File: config.mk
export PLATFORM = sky130hd
export DESIGN_NAME = bidir_store_xcvr
export DESIGN_NICKNAME = d
export VERILOG_FILES = /design/src/rtl/bsx_pkg.sv /design/src/rtl/bsx_store.sv /design/src/rtl/bsx_lane.sv /design/src/rtl/bidir_store_xcvr.sv
export SDC_FILE = /design/constraint.sdc
export NUM_CORES = 1
export LEC_CHECK = 0
export BUFFER_PORTS_ARGS = -buffer_cell sky130_fd_sc_hd__buf_2
export CORE_MARGIN = 8
export CORE_UTILIZATION = 25
export CTS_BUF_LIST = sky130_fd_sc_hd__clkbuf_8
export DETAILED_ROUTE_END_ITERATION = 7
export GPL_TIMING_DRIVEN = 0
export MAX_ROUTING_LAYER = met4
export PLACE_DENSITY_LB_ADDON = 0.3
export SYNTH_ARGS = -nofsm -noshare
export SYNTH_HDL_FRONTEND = slang
export SYNTH_SLANG_ARGS = --single-unit
File: constraint.sdc
create_clock -name clk -period 2.4 [get_ports clk]
set_input_delay 0.72 -clock clk [delete_from_list [all_inputs] [get_ports clk]]
set_output_delay 0.72 -clock clk [all_outputs]
set_load 0.02 [all_outputs]
File: src/rtl/bsx_pkg.sv
package bsx_pkg;

   typedef enum logic [1:0] {
      SM_HOLD   = 2'd0,
      SM_PASS   = 2'd1,
      SM_CAPT   = 2'd2,
      SM_FROZEN = 2'd3
   } smode_e;

   // Priority: test freeze, then transparency, then capture edge, else hold.
   function automatic smode_e pick_mode(input logic freeze, input logic le,
                                        input logic rise);
      if (freeze)    return SM_FROZEN;
      else if (le)   return SM_PASS;
      else if (rise) return SM_CAPT;
      else           return SM_HOLD;
   endfunction

endpackage

File: src/rtl/bsx_store.sv
module bsx_store
   import bsx_pkg::*;
#(
   parameter int DW = 9
) (
   input  logic          clk,
   input  logic          rst_n,
   input  logic [DW-1:0] din,
   input  logic          le,
   input  logic          sclk,
   input  logic          freeze,
   output logic [DW-1:0] dout
);

   logic [DW-1:0] store;
   logic          sclk_q;
   logic          rise;
   smode_e        mode;

   assign rise = sclk & ~sclk_q;
   assign mode = pick_mode(freeze, le, rise);

   always_ff @(posedge clk or negedge rst_n) begin
      if (!rst_n) begin
         store  <= '0;
         sclk_q <= 1'b0;
      end else begin
         sclk_q <= sclk;
         if (mode == SM_PASS || mode == SM_CAPT)
            store <= din;
      end
   end

   assign dout = (mode == SM_PASS) ? din : store;


   hold_low_chk: assert property (@(posedge clk) disable iff (!rst_n)
      (!freeze && !le && !sclk) |=> $stable(store));


   capture_chk: assert property (@(posedge clk) disable iff (!rst_n)
      (!freeze && !le && $rose(sclk)) |=> (store == $past(din)));


   freeze_chk: assert property (@(posedge clk) disable iff (!rst_n)
      freeze |=> $stable(store));

endmodule

File: src/rtl/bsx_lane.sv
module bsx_lane #(
   parameter int LW = 9
) (
   input  logic          clk,
   input  logic          rst_n,
   input  logic [LW-1:0] a_in,
   input  logic [LW-1:0] b_in,
   input  logic          oeab_n,
   input  logic          oeba_n,
   input  logic          leab,
   input  logic          leba,
   input  logic          clkab,
   input  logic          clkba,
   input  logic          test_mode,
   input  logic [LW-1:0] tst_a_val,
   input  logic [LW-1:0] tst_a_drv,
   input  logic [LW-1:0] tst_b_val,
   input  logic [LW-1:0] tst_b_drv,
   output logic [LW-1:0] a_out,
   output logic [LW-1:0] a_drv,
   output logic [LW-1:0] b_out,
   output logic [LW-1:0] b_drv
);

   logic [LW-1:0] ab_q;
   logic [LW-1:0] ba_q;

   bsx_store #(.DW(LW)) u_ab (
      .clk(clk), .rst_n(rst_n), .din(a_in), .le(leab), .sclk(clkab),
      .freeze(test_mode), .dout(ab_q)
   );

   bsx_store #(.DW(LW)) u_ba (
      .clk(clk), .rst_n(rst_n), .din(b_in), .le(leba), .sclk(clkba),
      .freeze(test_mode), .dout(ba_q)
   );

   always_comb begin
      if (test_mode) begin
         b_out = tst_b_val;
         b_drv = tst_b_drv;
         a_out = tst_a_val;
         a_drv = tst_a_drv;
      end else begin
         b_out = ab_q;
         b_drv = {LW{~oeab_n}};
         a_out = ba_q;
         a_drv = {LW{~oeba_n}};
      end
   end


   ab_pass_chk: assert property (@(posedge clk) disable iff (!rst_n)
      (!test_mode && leab) |-> (b_out == a_in));


   ba_pass_chk: assert property (@(posedge clk) disable iff (!rst_n)
      (!test_mode && leba) |-> (a_out == b_in));


   ab_off_chk: assert property (@(posedge clk) disable iff (!rst_n)
      (!test_mode && oeab_n) |-> (b_drv == '0));


   ab_on_chk: assert property (@(posedge clk) disable iff (!rst_n)
      (!test_mode && !oeab_n) |-> (&b_drv));


   tm_override_chk: assert property (@(posedge clk) disable iff (!rst_n)
      test_mode |-> (b_out == tst_b_val && a_drv == tst_a_drv));

endmodule

File: src/rtl/bidir_store_xcvr.sv
module bidir_store_xcvr #(
   parameter int LANE_W = 9,
   parameter int LANES  = 2
) (
   input  logic                    clk,
   input  logic                    rst_n,
   input  logic [LANE_W*LANES-1:0] a_in,
   input  logic [LANE_W*LANES-1:0] b_in,
   input  logic [LANES-1:0]        oeab_n,
   input  logic [LANES-1:0]        oeba_n,
   input  logic [LANES-1:0]        leab,
   input  logic [LANES-1:0]        leba,
   input  logic [LANES-1:0]        clkab,
   input  logic [LANES-1:0]        clkba,
   input  logic                    test_mode,
   input  logic [LANE_W*LANES-1:0] tst_a_val,
   input  logic [LANE_W*LANES-1:0] tst_a_drv,
   input  logic [LANE_W*LANES-1:0] tst_b_val,
   input  logic [LANE_W*LANES-1:0] tst_b_drv,
   output logic [LANE_W*LANES-1:0] a_out,
   output logic [LANE_W*LANES-1:0] a_drv,
   output logic [LANE_W*LANES-1:0] b_out,
   output logic [LANE_W*LANES-1:0] b_drv
);

   localparam int TOTAL_W = LANE_W * LANES;

   if (LANE_W < 1) begin : g_bad_width
      $error("LANE_W must be at least 1");
   end
   if (LANES < 1) begin : g_bad_lanes
      $error("LANES must be at least 1");
   end
   if (TOTAL_W > 1024) begin : g_bad_total
      $error("total width too large");
   end

   for (genvar k = 0; k < LANES; k++) begin : g_lane
      bsx_lane #(.LW(LANE_W)) u_lane (
         .clk       (clk),
         .rst_n     (rst_n),
         .a_in      (a_in[k*LANE_W +: LANE_W]),
         .b_in      (b_in[k*LANE_W +: LANE_W]),
         .oeab_n    (oeab_n[k]),
         .oeba_n    (oeba_n[k]),
         .leab      (leab[k]),
         .leba      (leba[k]),
         .clkab     (clkab[k]),
         .clkba     (clkba[k]),
         .test_mode (test_mode),
         .tst_a_val (tst_a_val[k*LANE_W +: LANE_W]),
         .tst_a_drv (tst_a_drv[k*LANE_W +: LANE_W]),
         .tst_b_val (tst_b_val[k*LANE_W +: LANE_W]),
         .tst_b_drv (tst_b_drv[k*LANE_W +: LANE_W]),
         .a_out     (a_out[k*LANE_W +: LANE_W]),
         .a_drv     (a_drv[k*LANE_W +: LANE_W]),
         .b_out     (b_out[k*LANE_W +: LANE_W]),
         .b_drv     (b_drv[k*LANE_W +: LANE_W])
      );
   end

endmodule

# Word level (Yosys, flattened, before mapping)

Index checks and enable logic that the tools add are counted.

Logic and storage cells: 56
Bits of input ports: 123
Output and inout bits: 72
ROM bits: 0
Register bits: 40
Latch bits: 0
RAM bits: 0
Memories kept: 0

Shift-type cells: 0
Add/sub/neg operators: 0
$mul: 0
Eq/ne operators: 8
$lt $le $gt $ge: 0
Reductions and logical operators: 4
Bitwise gates (word level): 12
Div/mod/pow operators: 0
Multiplexer cells: 24

Operator list:

| kind                 | number |
|---|---|
| $mux W9              | 12 |
| $mux W2              | 12 |
| $eq A2 B1 Y1 const B | 4 |
| $eq A2 B2 Y1 const B | 4 |
| $not A1 Y1           | 8 |
| $and A1 B1 Y1        | 4 |
| $logic_or A1 B1 Y1   | 4 |

# Longest topological paths before layout

Depth after elaboration: 8
Depth in mapped cells: 5

# Hierarchy

A second synthesis with hierarchy kept.

Cell total of the unflattened synthesis: 216
Area total of the unflattened synthesis: 2787.7 um^2

Modules (own cells, without submodules):

| module    | seq. area each (um^2) | instances | cells each | area an instance (um^2) |
|---|---|---|---|---|
| bsx_store | 250.2                 | 4         | 33         | 500.5 |
| bsx_lane  | 0.0                   | 2         | 42         | 392.9 |

# Worst setup path before layout

No wires, ideal clock.

Path kind: in2out
Start point: input port test_mode
End point: output port a_out[10]
Arrival: 1.708 ns
Stages: 4
Path slack: -0.028 ns
Cell sequence: buf_4 > buf_4 > buf_2 > o21ai_0

Word-level cells in the longest chain between the ends: 4

Ends and longest elaborated chain:

| element         | line                   | text |
|---|---|---|
| start, declared | bidir_store_xcvr.sv:15 | `input logic test_mode,` |
| $mux W2         | bsx_pkg.sv:13          | `if (freeze) return SM_FROZEN;` |
| $eq A2 B1 Y1    | bsx_store.sv:34        | `assign dout = (mode == SM_PASS) ? din : store;` |
| $mux W9         | bsx_store.sv:34        |  |
| $mux W9 *       | bsx_lane.sv:39         | `if (test_mode) begin` |
| end, declared   | bidir_store_xcvr.sv:20 | `output logic [LANE_W*LANES-1:0] a_out,` |

Mark *: on every way between the ends. The rest lies on a longest branch, timed or not.

# Final worst setup path

Start point: input port test_mode
End point: output port b_drv[10]

Word-level cells in the longest chain between the ends: 1

Ends and longest elaborated chain:

| element       | line                   | text |
|---|---|---|
| $mux W9       | bsx_lane.sv:39         |  |
| end, declared | bidir_store_xcvr.sv:23 | `output logic [LANE_W*LANES-1:0] b_drv` |

No other way between the ends.

==> impl_results.md <==
- Crit-path max FO: 10
- Largest net degree at the start of global routing: 41
- R2R Setup Slk: 1080 ps
- Initial DRC count: 73
- Commonest non-fill, non-tap cell in the layout: buf_2
- #FFs+latches synth: 40
- Starting Density: 0.255
- Worst-case reg-to-reg path depth: 3
- CTS tree: built
- Gp weighted congestion: 0.863
- Slowest cell on crit path: clkbuf_4
- Pins Over Slew Limit: 0
- Maxcap violations: 0
- Syn_area_per_cell: 10.4 µm²
- Initial antenna violation count: 0
- Core ar.: 10300 µm²
- Detail Route Antenna Nets: 0
- Reg-to-Reg Start: g_lane[0].u_lane.u_ba.sclk_q
- Worst slew pin tran: 915 ps
- Area post-placement: 3740 µm²
- Arr. time, crit path: 1630 ps
- Worst rel slew slack: 0.390
- Port buffer count: 189
- Crit path required time: 1680 ps
- Post-route cell area: 3880 µm²
- Final worst setup slack: 48.2 ps
- DP HPWL: 7540 µm
- First-pass DRT Iterations: 4
- Die Span X: 118 µm
- Final period utilization: 0.980
- Comb pwr share: 0.377
- Clk slew on worst S/H paths: 70 ps
- Clock sinks: 40
- Sequential area share after synthesis: 0.381
- Leakage: 2.17 nW
- Share of layout cells above drive strength 1: 0.586
- I/O pin count: 195
- H-tree depth: 2
- Tmin final: 2350 ps
- Final Hold Vio Count: 0
- Post-CTS setup buffer count: 0
- Maximum clock skew at final layout: 1.92 ps
- CTS buffer count: 5
- Slowest stage delay, CP: 230 ps
- Pwr per Cell Area: 500 nW/µm²
- Yosys cell types: 14
- HP Class: reg2reg
- Vias per inst: 4.51
- Area Overhead vs Synth: 47.8%
- Final setup violation count: 0
- Nets: 572
- Vias in the first global route: 2944
- Skew-Pair Late Insertion Delay: 280 ps
- DRC viols: 0
- Achievable Freq: 0.425 GHz
- Cell mode on critical path: buf_6
- Setup crit end kind: output pin
- Clock power frac: 0.206
- Worst slack, placed: -196 ps
- Total power: 0.00194 W
- Yosys warnings: 0
- Die Y-Extent: 118 µm
- CTS root buffer: clkbuf_8
- Most frequent cells in the layout: buf_2 (186), dfrtp_1 (40)
- Synthesized cell area: 2630 µm²
- Switching power of the nets: 0.000647 W
- Routed via count: 2629
- Max Root-Sink Buffers: 2
- Status: finished clean
- Startpoint types: input port
- Setup_tns: 0 ps
- CP cell instances: buf_6, buf_6, clkbuf_4, a21o_1, buf_2
- Crit path kind: in2out
- ANT cells: 0
- Worst Setup SP: test_mode
- Total track usage: 0.132
- Hold Path End: g_lane[1].u_lane.u_ab.store[8]
- Grt ovf: 0
- Rows: 37
- WL per Instance: 15.6 µm
- Post-Syn Instances: 253
- Internal: 0.00129 W
- Full die area: 14000 µm²
- Hold-critical path depth: 1
- Reg2reg end: g_lane[0].u_lane.u_ba.store[1]
- Worst Hold Launch: g_lane[1].u_lane.u_ab.store[8]
- First-pass GRT wire length: 15000 µm
- WL final: 9110 µm
- Switching share of total power: 0.333
- CTS Hold Bufs: 0
- Worst vdd ir: 0.000260 V
- Sequential share of power: 0.417
- Post-Syn Nets: 376
-- synth_stat cells --
library cell	instances	area share
dfrtp_1	40	0.38
a21o_1	36	0.10
mux2_2	36	0.15
mux2i_1	36	0.14
nand2_1	36	0.051
o21ai_0	36	0.069
buf_2	9	0.017
a21oi_4	4	0.025
buf_6	4	0.017
inv_2	4	0.0057
nand2b_4	4	0.021
nor2_2	4	0.0095
buf_4	2	0.0057
clkbuf_1	2	0.0029
-- metal layers --
metal | vias to the layer above | routed length (µm) | track usage
li1 | 1285 | - | -
met1 | 1205 | 3680 | 0.142
met2 | 134 | 4600 | 0.239
met3 | 5 | 777 | 0.0376
met4 | 0 | 48 | 0.0237
met5 | - | 0 | -
-- flip-flops by register name (all words and copies together), names as in the netlist --
signal and cells:
g_lane.u_lane.u_ab.store 18, g_lane.u_lane.u_ba.store 18, g_lane.u_lane.u_ab.sclk_q 2, g_lane.u_lane.u_ba.sclk_q 2
-- kinds of logic (layout without fill, tap and decap cells) --
group,Yosys count,after routing,synth area share
DFF,40,40,0.381
buffers and inverters,21,215,0.0486
and+or+nand+nor,44,44,0.0820
muxes,72,72,0.292
AOI/OAI and AO/OA,76,76,0.196
-- worst max-delay path: cells and delay by family --
family	cells	cell delay, ps
AOI/OAI and AO/OA	1	150
buffers and inverters	4	750
-- worst max-delay path by stage --
stage               cells past startpoint         to  slack, ps
floorplan                               4  a_out[10]        -30
global placement                        6   a_out[6]       -170
detailed placement                      6   b_out[3]       -200
CTS                                     6  b_out[11]         30
global route                            5  b_drv[10]         -4
finish                                  5  b_drv[10]         50
-- layout make-up --
type / count / area [µm²]
Inverter: 4 / 15.0
Fill cell: 1071 / 6400
Clock buffer: 5 / 68.8
Sequential cell: 40 / 1000
Timing Repair Buffer: 189 / 956
Tap cell: 136 / 170
Multi-Input combinational cell: 192 / 1520
Buffer: 17 / 153
-- repair_timing --
action / 4_1_cts / 5_1_grt
endpoints found under the setup margin: 70 / 22
gates resized for setup: 9 / 15
hold endpoints to repair: 0 / 0
-- power groups by stage --
stage	Sequential, W	Combinational (W)	Clock (W)
2_1_floorplan	0.000812	0.000448	0
3_3_place_gp	0.000819	0.000720	0
3_5_place_dp	0.000824	0.000729	0
4_1_cts	0.000811	0.000736	0.000428
5_1_grt	0.000823	0.000804	0.000453
6_report	0.000810	0.000732	0.000400
-- through the flow --
step,hold WS [ps],instances,utilization
final,507,583,0.378
after global routing,524,583,0.378
after CTS,511,583,0.374
after detailed placement,495,578,0.364
after global placement,488,578,0.364
after floorplan,424,253,-
Power figures use the tool's default switching activity.
